**config.mk**
```make
export PLATFORM = sky130hd
export DESIGN_NAME = dreq_src_sel
export DESIGN_NICKNAME = d
export VERILOG_FILES = /design/src/rtl/dsel_pkg.sv /design/src/rtl/dsel_cfg.sv /design/src/rtl/dsel_route.sv /design/src/rtl/dsel_hold.sv /design/src/rtl/dreq_src_sel.sv
export SDC_FILE = /design/constraint.sdc
export NUM_CORES = 1
export LEC_CHECK = 0
export BUFFER_PORTS_ARGS = -buffer_cell sky130_fd_sc_hd__buf_2
export CAP_MARGIN = 20
export CORE_MARGIN = 10
export CORE_UTILIZATION = 46
export DETAILED_ROUTE_END_ITERATION = 10
export PLACE_DENSITY_LB_ADDON = 0.12
export SLEW_MARGIN = 10
export SYNTH_ARGS = -nofsm -noshare
export SYNTH_HDL_FRONTEND = slang
export SYNTH_SLANG_ARGS = --single-unit
```
**constraint.sdc**
```tcl
create_clock -name clk -period 1.73 [get_ports clk]
set_input_delay 0.173 -clock clk [delete_from_list [all_inputs] [get_ports clk]]
set_output_delay 0.173 -clock clk [all_outputs]
set_load 0.05 [all_outputs]
```
**src/rtl/dsel_pkg.sv**
```systemverilog
package dsel_pkg;
  localparam int SEL_W = 4;

  typedef enum logic [1:0] {
    CLS_EXT    = 2'd0,
    CLS_PERIPH = 2'd1,
    CLS_SREG   = 2'd2,
    CLS_NONE   = 2'd3
  } cls_e;

  typedef enum logic [1:0] {
    LN_TX1 = 2'd0,
    LN_RX1 = 2'd1,
    LN_TX2 = 2'd2,
    LN_RX2 = 2'd3
  } line_e;

  typedef struct packed {
    logic  valid;
    logic  serial;
    line_e line;
    cls_e  src;
    cls_e  dst;
  } route_t;

  localparam route_t ROUTE_IDLE = '{valid: 1'b0, serial: 1'b0, line: LN_TX1,
                                    src: CLS_NONE, dst: CLS_NONE};

  function automatic route_t decode_sel(input logic [SEL_W-1:0] code);
    route_t r;
    r = ROUTE_IDLE;
    case (code)
      4'b1000: r = '{valid: 1'b1, serial: 1'b1, line: LN_TX1, src: CLS_EXT,    dst: CLS_SREG};
      4'b1001: r = '{valid: 1'b1, serial: 1'b1, line: LN_RX1, src: CLS_SREG,   dst: CLS_EXT};
      4'b1010: r = '{valid: 1'b1, serial: 1'b1, line: LN_TX2, src: CLS_EXT,    dst: CLS_SREG};
      4'b1011: r = '{valid: 1'b1, serial: 1'b1, line: LN_RX2, src: CLS_SREG,   dst: CLS_EXT};
      4'b1100: r = '{valid: 1'b1, serial: 1'b0, line: LN_TX1, src: CLS_EXT,    dst: CLS_EXT};
      4'b1101: r = '{valid: 1'b1, serial: 1'b0, line: LN_TX1, src: CLS_EXT,    dst: CLS_PERIPH};
      4'b1110: r = '{valid: 1'b1, serial: 1'b0, line: LN_TX1, src: CLS_PERIPH, dst: CLS_EXT};
      default: r = ROUTE_IDLE;
    endcase
    return r;
  endfunction
endpackage

```
**src/rtl/dsel_cfg.sv**
```systemverilog
// Captures the select code and bus mode on the rising sample of the enable.
module dsel_cfg
  import dsel_pkg::*;
(
  input  logic             clk,
  input  logic             rst_n,
  input  logic             chan_en,
  input  logic [SEL_W-1:0] sel_code,
  input  logic             burst_mode,
  output logic             active,
  output route_t           route,
  output logic             burst
);
  logic en_rise;
  assign en_rise = chan_en & ~active;

  always_ff @(posedge clk or negedge rst_n) begin
    if (!rst_n) begin
      active <= 1'b0;
      route  <= ROUTE_IDLE;
      burst  <= 1'b0;
    end else begin
      active <= chan_en;
      if (en_rise) begin
        route <= decode_sel(sel_code);
        burst <= burst_mode;
      end
    end
  end
endmodule

```
**src/rtl/dsel_route.sv**
```systemverilog
// Picks the request line, checks mode legality and ranks capture sources.
module dsel_route
  import dsel_pkg::*;
#(
  parameter int NCAP = 3
) (
  input  logic            active,
  input  logic            chan_en,
  input  route_t          route,
  input  logic            burst,
  input  logic            tx1_req,
  input  logic            rx1_req,
  input  logic            tx2_req,
  input  logic            rx2_req,
  input  logic            cap_evt,
  input  logic [NCAP-1:0] cap_dma_en,
  input  logic [1:0]      cap_ctl,
  output logic            fire,
  output logic [NCAP-1:0] fire_grant,
  output logic            cancel,
  output logic            cfg_err
);
  logic [3:0] lines;
  logic       serial_raw, timer_sel, cap_live, timer_raw, raw;

  assign lines      = {rx2_req, tx2_req, rx1_req, tx1_req};
  assign serial_raw = lines[route.line];
  assign timer_sel  = route.valid & ~route.serial;
  assign cap_live   = |cap_ctl;
  assign timer_raw  = cap_evt & (|cap_dma_en) & cap_live;
  assign raw        = route.serial ? serial_raw : timer_raw;

  assign cfg_err = active & route.serial & burst;
  assign fire    = active & chan_en & route.valid & ~cfg_err & raw;
  assign cancel  = timer_sel & ~cap_live;

  // Fixed priority: lowest index wins; seen[i] marks any enabled source below i.
  logic [NCAP:0] seen;
  assign seen[0] = 1'b0;
  for (genvar i = 0; i < NCAP; i++) begin : g_rank
    assign seen[i+1]     = seen[i] | cap_dma_en[i];
    assign fire_grant[i] = timer_sel & cap_dma_en[i] & ~seen[i];
  end
endmodule

```
**src/rtl/dsel_hold.sv**
```systemverilog
// Holds the request until the mode-dependent clear condition.
module dsel_hold #(
  parameter int NCAP = 3
) (
  input  logic            clk,
  input  logic            rst_n,
  input  logic            chan_en,
  input  logic            fire,
  input  logic [NCAP-1:0] fire_grant,
  input  logic            cancel,
  input  logic            burst,
  input  logic            xfer_done,
  input  logic            xfer_last,
  output logic            dreq,
  output logic [NCAP-1:0] cap_grant
);
  logic clr;
  assign clr = cancel | (xfer_done & (~burst | xfer_last));

  always_ff @(posedge clk or negedge rst_n) begin
    if (!rst_n) begin
      dreq      <= 1'b0;
      cap_grant <= '0;
    end else if (!chan_en) begin
      dreq      <= 1'b0;
      cap_grant <= '0;
    end else if (fire) begin
      dreq      <= 1'b1;
      cap_grant <= fire_grant;
    end else if (clr) begin
      dreq      <= 1'b0;
      cap_grant <= '0;
    end
  end
endmodule

```
**src/rtl/dreq_src_sel.sv**
```systemverilog
module dreq_src_sel
  import dsel_pkg::*;
#(
  parameter int NCAP = 3
) (
  input  logic            clk,
  input  logic            rst_n,
  input  logic            chan_en,
  input  logic [3:0]      sel_code,
  input  logic            burst_mode,
  input  logic            tx1_req,
  input  logic            rx1_req,
  input  logic            tx2_req,
  input  logic            rx2_req,
  input  logic            cap_evt,
  input  logic [NCAP-1:0] cap_dma_en,
  input  logic [1:0]      cap_ctl,
  input  logic            xfer_done,
  input  logic            xfer_last,
  output logic            dreq,
  output logic [NCAP-1:0] cap_grant,
  output logic            cfg_err,
  output logic [1:0]      src_cls,
  output logic [1:0]      dst_cls
);
  logic            active, burst_q, fire, cancel;
  route_t          route;
  logic [NCAP-1:0] fire_grant;

  dsel_cfg u_cfg (
    .clk(clk), .rst_n(rst_n), .chan_en(chan_en), .sel_code(sel_code),
    .burst_mode(burst_mode), .active(active), .route(route), .burst(burst_q)
  );

  dsel_route #(.NCAP(NCAP)) u_route (
    .active(active), .chan_en(chan_en), .route(route), .burst(burst_q),
    .tx1_req(tx1_req), .rx1_req(rx1_req), .tx2_req(tx2_req), .rx2_req(rx2_req),
    .cap_evt(cap_evt), .cap_dma_en(cap_dma_en), .cap_ctl(cap_ctl),
    .fire(fire), .fire_grant(fire_grant), .cancel(cancel), .cfg_err(cfg_err)
  );

  dsel_hold #(.NCAP(NCAP)) u_hold (
    .clk(clk), .rst_n(rst_n), .chan_en(chan_en), .fire(fire),
    .fire_grant(fire_grant), .cancel(cancel), .burst(burst_q),
    .xfer_done(xfer_done), .xfer_last(xfer_last),
    .dreq(dreq), .cap_grant(cap_grant)
  );

  assign src_cls = route.src;
  assign dst_cls = route.dst;
endmodule

```
==> results of run 1 <==
## logic make-up after synthesis
group | count (synthesis) | synth area share
AO/OA/AOI/OAI | 18 | 0.178
buffers and inverters | 8 | 0.0693
flip-flops | 14 | 0.469
multiplexers | 2 | 0.0297
AND/OR/NAND/NOR | 31 | 0.254
## cells in the final DEF (no fill, tap or decap), types with 2 or more instances in the layout
master,synthesis,layout
dfstp_2,4,4
o21ai_0,3,3
a22o_1,2,2
inv_1,3,3
dfrtp_1,10,10
o21ai_1,2,2
clkbuf_4,0,3
a31oi_1,2,2
nand3_1,2,2
a21oi_1,2,2
buf_2,0,28
nand2b_1,3,3
nand3b_1,2,2
mux2_2,2,2
nand2_1,10,10
nor2_1,3,3
## power by group
part | total, W | leakage, nW | switching (W) | internal, W
Sequential | 0.000388 | 0.175 | 0.0000266 | 0.000362
Combinational | 0.000171 | 0.259 | 0.000109 | 0.0000624
Clock | 0.000191 | 0.0150 | 0.000101 | 0.0000892
Total | 0.000750 | 0.449 | 0.000236 | 0.000513
## routing by layer
layer  track usage  up-vias
li1              -      317
met4        0.0564        0
met2         0.173       15
met3        0.0334        2
met5             0        -
met1         0.121      305
## how the worst max path moves through the flow
stage	startpoint	endpoint	slack, ns	cells after the start
6_report	u_cfg.route[6]$_DFFE_PN0P_	cfg_err	0.27	2
5_1_grt	u_cfg.route[6]$_DFFE_PN0P_	u_hold.cap_grant[1]$_DFFE_PN0P_	0.08	4
4_1_cts	u_cfg.route[6]$_DFFE_PN0P_	cfg_err	0.25	2
3_5_place_dp	u_cfg.route[6]$_DFFE_PN0P_	u_hold.cap_grant[1]$_DFFE_PN0P_	0.33	4
3_3_place_gp	u_cfg.route[6]$_DFFE_PN0P_	u_hold.cap_grant[1]$_DFFE_PN0P_	0.38	3
2_1_floorplan	u_cfg.route[6]$_DFFE_PN0P_	u_hold.cap_grant[1]$_DFFE_PN0P_	0.44	4
## stage by stage
step	instances	setup WS (ns)	hold WS, ns	total power, W	cell area [um^2]
6_report	117	0.270	0.0786	0.000750	913
5_1_grt	117	0.0802	0.0693	0.000801	913
4_1_cts	117	0.251	0.0695	0.000763	913
3_5_place_dp	112	0.333	0.0808	0.000567	877
3_3_place_gp	112	0.375	0.0807	0.000564	877
2_1_floorplan	73	0.436	-0.123	0.000526	758
## sequential cells by signal, indices dropped and copies added (netlist names)
name / cells
u_cfg.active: 1
u_cfg.burst: 1
u_cfg.route: 8
u_hold.cap_grant: 3
u_hold.dreq: 1
## cell type report
| type | instances | area share |
|---|---|---|
| clock buffer | 4 | 0.0288 |
| inverter | 3 | 0.0123 |
| multi-input combinational | 51 | 0.384 |
| sequential | 14 | 0.389 |
| tap | 16 | 0.0219 |
| timing repair buffer | 29 | 0.164 |
## Yosys cell counts, types with 2 or more instances
cell type / instances / area (um^2)
a31oi_1: 2 / 12.5
o21ai_0: 3 / 15.0
a22o_1: 2 / 17.5
nand3b_1: 2 / 15.0
nand2_1: 10 / 37.5
dfstp_2: 4 / 105
inv_1: 3 / 11.3
nor2_1: 3 / 11.3
nand2b_1: 3 / 18.8
buf_4: 4 / 30.0
o21ai_1: 2 / 10.0
dfrtp_1: 10 / 250
nand3_1: 2 / 10.0
mux2_2: 2 / 22.5
a21oi_1: 2 / 10.0
## worst min-delay path: stages
cell,delay [ns]
buf_2,0.08
nand2_1,0.04
nand2_1,0.04
==> run_results.csv, run 1 <==
group,metric,value,unit
grt,antenna_found_initial,0,
worst_setup_path,cp.buffers_inverters,1,
yosys,synthCells,73,
timing,finalSetupViolCount,0,
detailed_routing,wl_per_cell,14.4,um
detailed_routing,viasPerCell,5.46,
hold_path,holdPathStages,3,
cts,clock_latency,0.28,ns
worst_setup_path,crit_arrival,1.29,ns
yosys,synth_area_per_cell,10.4,um^2
detailed_routing,drc,0,
hold_path,hold_path_class,"in2reg",
detailed_routing,ant_nets,0,
grt,grt_first_pass_wirelength,2990,um
worst_setup_path,crit_required,1.56,ns
yosys,netlist_area,758,um^2
grt,track_usage,0.106,
worst_setup_path,cp_cell_sequence,"and3_2 > buf_2",
yosys,seq_area_frac_synth,0.469,
detailed_routing,drt-initial-drc-count,7,
run,cap_violations,0,
status,outcome,"complete, no violations",
worst_setup_path,cp_slowest_cell,"dfrtp_1",
timing,final.period_utilization,0.844,
worst_setup_path,worstSetupEndpointType,"output pin",
layout,layout.area.seq,355,um^2
yosys,ys_ff_latch,14,
die,die_y,60.6,um
yosys,synth.distinct_cells,34,
detailed_routing,finalWirelength,1690,um
cts,h-tree-depth,1,
die,start_util,0.492,
cts,cts_tree,"yes",
layout,drive_gt1_frac,0.446,
yosys,syn_nets,93,
die,core-area,0.00154,mm^2
detailed_routing,wl_met3,124,um
worst_setup_path,rr_worst_depth,4,
layout,syn_to_final_growth,20.5,%
cts,hold_buffers,1,
worst_setup_path,worstReg2RegStart,"u_cfg.route[6]$_DFFE_PN0P_",
layout,multiInputGateArea,350,um^2
detailed_routing,first_pass_iters,4,
timing,relSlewSlack,0.676,
hold_path,whs_endpoint,"u_cfg.burst$_DFFE_PN0P_",
detailed_routing,wl_met2,830,um
cts,cts_num_sinks,14,
layout,utilization,0.593,
pwr,cellPowerDensity,821,mW/mm^2
layout,diodes,0,
timing,max_freq,0.685,GHz
cts,post-cts-setup-buffer-count,0,
grt,grt_max_degree,15,
worst_setup_path,cp_max_fo,9,
worst_setup_path,cp-start-kind,"flop",
yosys,yosysWarnings,0,
cts,cts_root_buf,"clkbuf_4",
yosys,ys.flop_type,"dfrtp_1",
detailed_routing,wl_met1,706,um
cts,clock_path_buffers,2,
yosys,synth_edf_count,0,
pwr,leakage,0.449,nW
cts,numCtsBuffers,3,
timing,worst_pin_slew,0.483,ns
worst_setup_path,rrSetupSlack,0.33,ns
pwr,peakVddDrop,0.000549,V
worst_setup_path,cpLargestDelayFamily,"flip-flops",
hold_path,min_from,"burst_mode",
worst_setup_path,cpPeakStageDelay,0.53,ns
worst_setup_path,path_class,"reg2out",
die,ios,29,
place,gp_congestion,0.745,
die,fp.dieW,60.6,um
timing,final.setup.tns,0,ns
detailed_routing,vias,639,
timing,slew_violations,0,
place,hpwl,1420,um
yosys,ys_async_sr_fraction,1.00,
grt,overflow,0,
timing,hold_viol_final,0,
timing,fin_crit,1.46,ns
layout,finalNetCount,122,
detailed_routing,highest_layer,"met4",
timing,skew,0.00922,ns
cts,clk_pin_slew,0.09,ns
worst_setup_path,r2r-end,"u_hold.cap_grant[1]$_DFFE_PN0P_",
die,fp-row-count,14,
cts,cts.repair.resized,0,
grt,first_global_vias,683,
die,die_area,0.00367,mm^2
timing,rsz0062_at_grt,"false",
layout,fillers,146,
place,numPortBuffers,28,
(Power assumes the default switching activity.)
==> run 2: changes to the inputs <==
CORE_UTILIZATION = 42   (was 46)
clock period = 1.2 ns   (was 1.73 ns; I/O delays follow)
==> run 2 against run 1 <==
Against the previous run: the flow now finishes with violations (setup timing); routed wire length grew 8.5%; sequential share of layout area shrank 4.7 points; combinational power grew 87%; design area grew 15%; utilization grew 1.3 points; die area grew 6.3%; non-clock buffer count grew 8; global-route usage shrank 0.89 points; hold slack lost 0.056 ns; sequential power grew 44%; critical path type unchanged; largest power group unchanged.
==> run_results.csv, run 2 (synthesized netlist as in run 1, its figures left out) <==
group,metric,value,unit
cts,cts_tree,"yes",
die,ios,29,
pwr,leakage,0.506,nW
layout,largest_reg_flops,8,
pwr,cellPowerDensity,1160,mW/mm^2
die,die_area,0.00391,mm^2
grt,track_usage,0.0972,
cts,cts_num_sinks,14,
cts,clk_pin_slew,0.09,ns
hold_path,whs_endpoint,"u_cfg.active$_DFF_PN0_",
timing,max_freq,0.778,GHz
worst_setup_path,worstReg2RegStart,"u_cfg.route[6]$_DFFE_PN0P_",
cts,h-tree-depth,1,
status,violations,"setup timing",
timing,hold_viol_final,0,
cts,cts_root_buf,"clkbuf_4",
worst_setup_path,crit_arrival,1.17,ns
place,numPortBuffers,28,
timing,relSlewSlack,0.772,
place,placed_cell_area,926,um^2
layout,regMostFlops,"u_cfg.route",
grt,overflow,0,
worst_setup_path,rr_worst_depth,3,
layout,final_cells,134,
pwr,totalPowerFinal,0.00121,W
detailed_routing,drt-initial-drc-count,15,
detailed_routing,viasPerCell,4.88,
hold_path,min_from,"chan_en",
timing,final.period_utilization,1.07,
timing,skew,0.00585,ns
layout,finalNetCount,130,
timing,finalSetupViolCount,5,
status,outcome,"finished, violations left",
grt,grt_first_pass_wirelength,3250,um
cts,clock_path_buffers,2,
timing,slew_violations,0,
detailed_routing,drc,0,
die,die_y,62.5,um
hold_path,hold_path_class,"in2reg",
pwr,peakVddDrop,0.000846,V
detailed_routing,ant_nets,0,
detailed_routing,vias,654,
timing,fin_crit,1.29,ns
layout,postLayoutCellArea,0.00105,mm^2
timing,worst_pin_slew,0.339,ns
layout,final_cell_mix,"buf_2 (23), nand2_1 (10), dfrtp_1 (8)",
worst_setup_path,worstSetupEndpointType,"output pin",
cts,clock_latency,0.27,ns
place,hpwl,1490,um
die,start_util,0.439,
place,gp_congestion,0.781,
layout,drive_gt1_frac,0.541,
grt,grt_max_degree,15,
layout,layout_commonest_cell,"buf_2",
die,core-area,0.00173,mm^2
worst_setup_path,cp-start-kind,"flop",
layout,syn_to_final_growth,38.0,%
place,dp_cells,126,
grt,antenna_found_initial,0,
die,fp-row-count,15,
run,cap_violations,0,
worst_setup_path,cp_max_fo,6,
layout,diodes,0,
detailed_routing,first_pass_iters,4,
timing,layout_setup_ws,-0.0861,ns
cts,numCtsBuffers,3,
timing,hold_slack,0.0223,ns
layout,largestRegisters,"u_cfg.route: 8 flops, u_hold.cap_grant: 3 flops",
worst_setup_path,path_class,"reg2out",
detailed_routing,wl_per_cell,13.7,um
hold_path,holdPathStages,1,
timing,rsz0062_at_grt,"true",
worst_setup_path,r2r-end,"u_hold.cap_grant[1]$_DFFE_PN0P_",
detailed_routing,finalWirelength,1830,um
worst_setup_path,crit_required,1.08,ns
die,fp.dieW,62.5,um
worst_setup_path,rrSetupSlack,-0.07,ns
grt,first_global_vias,744,
-- run 2: area by class of cell --
cell class / instances / area [um^2]
Timing Repair Buffer: 37 / 238
Sequential cell: 14 / 358
Tap cell: 25 / 31.3
Clock buffer: 4 / 36.3
Inverter: 3 / 11.3
Multi-Input combinational cell: 51 / 372
Fill cell: 169 / 681
-- run 2: worst max-delay path by stage --
stage	end	startpoint	depth (start not counted)	slack (ns)
final	cfg_err	u_cfg.route[6]$_DFFE_PN0P_	3	-0.09
after global routing	cfg_err	u_cfg.route[6]$_DFFE_PN0P_	3	-0.12
after CTS	cfg_err	u_cfg.route[6]$_DFFE_PN0P_	3	-0.1
after detailed placement	u_hold.cap_grant[1]$_DFFE_PN0P_	u_cfg.route[6]$_DFFE_PN0P_	4	-0.11
after global placement	u_hold.cap_grant[0]$_DFFE_PN0P_	u_cfg.route[6]$_DFFE_PN0P_	4	-0.07
after floorplan	u_hold.cap_grant[0]$_DFFE_PN0P_	u_cfg.route[6]$_DFFE_PN0P_	5	-0.07
-- run 2: routing by layer --
| metal | vias to the layer above | part of all wire | track usage |
|---|---|---|---|
| li1 | 332 | - | - |
| met1 | 303 | 0.44 | 0.103 |
| met2 | 17 | 0.49 | 0.173 |
| met3 | 2 | 0.064 | 0.0394 |
| met4 | 0 | 0.0033 | 0.0251 |
| met5 | - | 0 | 0 |
-- run 2: repair_timing --
| item | CTS | global route |
|---|---|---|
| setup endpoints to repair | 6 | 12 |
| buffers inserted | 2 | 1 |
| hold buffers | 1 | 0 |
| endpoints found under the hold margin | 10 | 0 |
| pin swaps | 1 | 0 |
| resized for setup | 10 | 6 |
-- run 2: critical path, cell delays in order, from the launching register on --
cell	delay (ns)
dfrtp_2	0.47
buf_6	0.14
and3_4	0.14
buf_8	0.14
-- run 2: power by group --
group / internal, W / switching (W)
Sequential: 0.000523 / 0.0000343
Clock: 0.000184 / 0.000153
Combinational: 0.000141 / 0.000178
-- run 2: per-stage QoR --
step	utilization	worst slack, ns	TNS [ns]
after floorplan	-	-0.0652	-0.107
after global placement	0.536	-0.0709	-0.214
after detailed placement	0.536	-0.110	-0.388
after CTS	0.591	-0.0961	-0.383
after global routing	0.606	-0.120	-0.663
final	0.606	-0.0861	-0.325
==> run 3: changes to the inputs <==
CORE_UTILIZATION = 41   (was 42)
SYNTH_HIERARCHICAL = 1   (was default)
==> run 3 against run 2 <==
Against the previous run: the flow still finishes with violations (setup timing); routed wire length up 11%; sequential share of layout area down 3.5 points; global-route usage up 1.4 points; area after synthesis down 5.1%; die area down 1.9%; power up 2.8%; final cell count up 2.2%; synthesized cell count down 2.7%; register-to-register slack worse by 0.19 ns; critical endpoint is now u_hold/cap_grant[0]$_DFFE_PN0P_.
==> run_results.csv, run 3 <==
group,metric,value,unit
status,outcome,"finished, violations left",
status,violations,"setup timing",
die,fp-row-count,15,
grt,use_met2,0.179,
yosys,synthTopCellsByArea,"dfrtp_1 (35%), dfstp_2 (15%), nand2_1 (3.7%)",
worst_setup_path,cp.depth,5,
detailed_routing,drt-initial-drc-count,16,
grt,grt_max_degree,15,
worst_setup_path,crit_required,1.38,ns
place,pre_cts_slack,-0.309,ns
cts,cts_num_sinks,14,
pwr,peakVddDrop,0.000694,V
detailed_routing,wl_per_cell,14.8,um
place,numPortBuffers,28,
yosys,ys_async_sr_fraction,1.00,
detailed_routing,finalWirelength,2030,um
cts,clk_pin_slew,0.09,ns
layout,largest_reg_flops,8,
layout,diodes,0,
layout,final_cells,137,
timing,worst_pin_slew,0.347,ns
pwr,cellPowerDensity,1080,mW/mm^2
timing,layout_setup_ws,-0.261,ns
layout,utilization,0.684,
grt,grt.busiest_layer,"met2",
layout,largestRegisters,"u_cfg/route: 8 flops, u_hold/cap_grant: 3 flops",
yosys,seq_area_frac_synth,0.494,
worst_setup_path,endpoint,"u_hold/cap_grant[0]$_DFFE_PN0P_",
worst_setup_path,cp_cell_sequence,"mux2i_1 > o32ai_2 > o2111a_2 > nand2b_4 > o41ai_2",
timing,relSlewSlack,0.768,
worst_setup_path,worstSetupEndpointType,"flop",
worst_setup_path,r2r-end,"u_hold/cap_grant[0]$_DFFE_PN0P_",
yosys,synth.distinct_cells,28,
detailed_routing,ant_nets,0,
worst_setup_path,critPathLaunch,"u_cfg/route[5]$_DFFE_PN0P_",
grt,antenna_found_initial,0,
timing,skew,0.00161,ns
worst_setup_path,cp.buffers_inverters,0,
yosys,syn_nets,91,
worst_setup_path,cp_slowest_cell,"dfrtp_1",
cts,h-tree-depth,1,
timing,finalSetupViolCount,5,
worst_setup_path,rr_worst_depth,5,
cts,numCtsBuffers,3,
timing,max_freq,0.684,GHz
worst_setup_path,cpLargestDelayFamily,"compound AO/OA/AOI/OAI gates",
pwr,leakage,0.578,nW
place,hpwl,1440,um
yosys,netlist_area,719,um^2
timing,final.period_utilization,1.22,
yosys,ys_ff_latch,14,
detailed_routing,first_pass_iters,4,
timing,rsz0062_at_grt,"true",
die,fp.dieW,61.9,um
timing,final.setup.tns,-1.03,ns
die,start_util,0.426,
layout,final_cell_mix,"buf_2 (23), buf_4 (18), dfrtp_1 (10)",
die,die_y,61.9,um
layout,drive_gt1_frac,0.558,
cts,cts_tree,"yes",
worst_setup_path,path_class,"reg2reg",
yosys,synth.most_common_cell,"dfrtp_1",
layout,finalNetCount,141,
detailed_routing,viasPerCell,5.26,
worst_setup_path,rrSetupSlack,-0.26,ns
worst_setup_path,crit_arrival,1.64,ns
layout,layout_commonest_cell,"buf_2",
die,ios,29,
grt,track_usage,0.111,
grt,overflow,0,
pwr,totalPowerFinal,0.00125,W
timing,hold_viol_final,0,
yosys,synthCells,71,
yosys,ys.flop_type,"dfrtp_1",
timing,fin_crit,1.46,ns
grt,grt_use_met1,0.135,
place,gp_congestion,0.769,
cts,clock_latency,0.27,ns
timing,slew_violations,0,
grt,grt_first_pass_wirelength,3210,um
hold_path,hold_path_class,"in2reg",
yosys,yosysTopAreaCell,"dfrtp_1",
worst_setup_path,worstReg2RegStart,"u_cfg/route[5]$_DFFE_PN0P_",
detailed_routing,drc,0,
yosys,synth_area_per_cell,10.1,um^2
layout,fillers,129,
worst_setup_path,cp-start-kind,"flop",
grt,first_global_vias,730,
yosys,yosysWarnings,6,
cts,cts_root_buf,"clkbuf_4",
worst_setup_path,cp_max_fo,3,
run,cap_violations,0,
cts,clock_path_buffers,2,
die,core-area,0.00169,mm^2
die,die_area,0.00383,mm^2
layout,regMostFlops,"u_cfg/route",
layout,syn_to_final_growth,60.7,%
detailed_routing,vias,721,
yosys,yosysTopAreaCellShare,0.348,
grt,use_met3,0.0386,
place,dp_cells,126,
yosys,synth_edf_count,0,
yosys,synth_common_cells,"dfrtp_1 (10), nand2_1 (7), inv_1 (6), nand3_1 (5), nor2_1 (5)",
worst_setup_path,cpPeakStageDelay,0.40,ns
-- run 3: changes by cell type after synthesis, moves of 3 or more --
cell,change
nand2_1,-3
buf_4,-4
nand3_1,+3
o41ai_1,+3
inv_1,+3
-- run 3: layer usage --
layer	wire [um]	up-vias
met1	884	344
li1	-	358
met2	967	19
met3	178	0
met4	0	0
met5	0	-
-- run 3: logic make-up (layout without fill, tap and decap cells) --
logic type | count (synthesis) | in the layout | share of synthesized area
flip-flops | 14 | 14 | 0.494
AO/OA/AOI/OAI | 17 | 17 | 0.177
AND/OR/NAND/NOR | 31 | 31 | 0.254
buffers and inverters | 7 | 56 | 0.0470
multiplexers | 2 | 2 | 0.0278
-- run 3: timing repair --
item                                   in CTS  in global routing
endpoints found under the hold margin      10                  0
setup endpoints to repair                   9                  5
hold buffers                                1                  0
buffers inserted                            4                  3
pin swaps                                   2                  2
gates resized for setup                    16                  8
-- run 3: worst min-delay path by stage --
| stage | depth (start not counted) | to | start | slack (ns) |
|---|---|---|---|---|
| CTS | 3 | u_cfg/burst$_DFFE_PN0P_ | burst_mode | 0.03 |
| detailed placement | 1 | u_cfg/route[5]$_DFFE_PN0P_ | rst_n | 0.04 |
| finish | 3 | u_cfg/burst$_DFFE_PN0P_ | burst_mode | 0.03 |
| floorplan | 0 | u_cfg/active$_DFF_PN0_ | rst_n | -0.18 |
| global placement | 1 | u_hold/cap_grant[2]$_DFFE_PN0P_ | rst_n | 0.04 |
| global route | 3 | u_cfg/burst$_DFFE_PN0P_ | burst_mode | 0.04 |
-- run 3: worst register-to-register path: stages (launching register included) --
cell and delay [ns]:
dfrtp_1 0.40, mux2i_1 0.23, o32ai_2 0.09, o2111a_2 0.28, nand2b_4 0.17, o41ai_2 0.20
-- run 3: final cells by class --
class                           instances  area [um^2]  area share
Multi-Input combinational cell         50          412       0.356
Tap cell                               17         21.3      0.0184
Sequential cell                        14          355       0.307
Timing Repair Buffer                   46          309       0.267
Inverter                                6         22.5      0.0195
Clock buffer                            4         36.3      0.0314
-- run 3: per-stage QoR --
step	hold WS, ns	area, um^2
5_1_grt	0.0393	1160
3_3_place_gp	0.0375	960
6_report	0.0340	1160
4_1_cts	0.0280	1100
2_1_floorplan	-0.176	727
3_5_place_dp	0.0372	960
-- run 3: power breakdown --
| group | leakage [nW] | switching [W] | internal (W) |
|---|---|---|---|
| Clock | 0.0210 | 0.000155 | 0.000184 |
| Sequential | 0.175 | 0.0000332 | 0.000521 |
| Combinational | 0.382 | 0.000190 | 0.000164 |
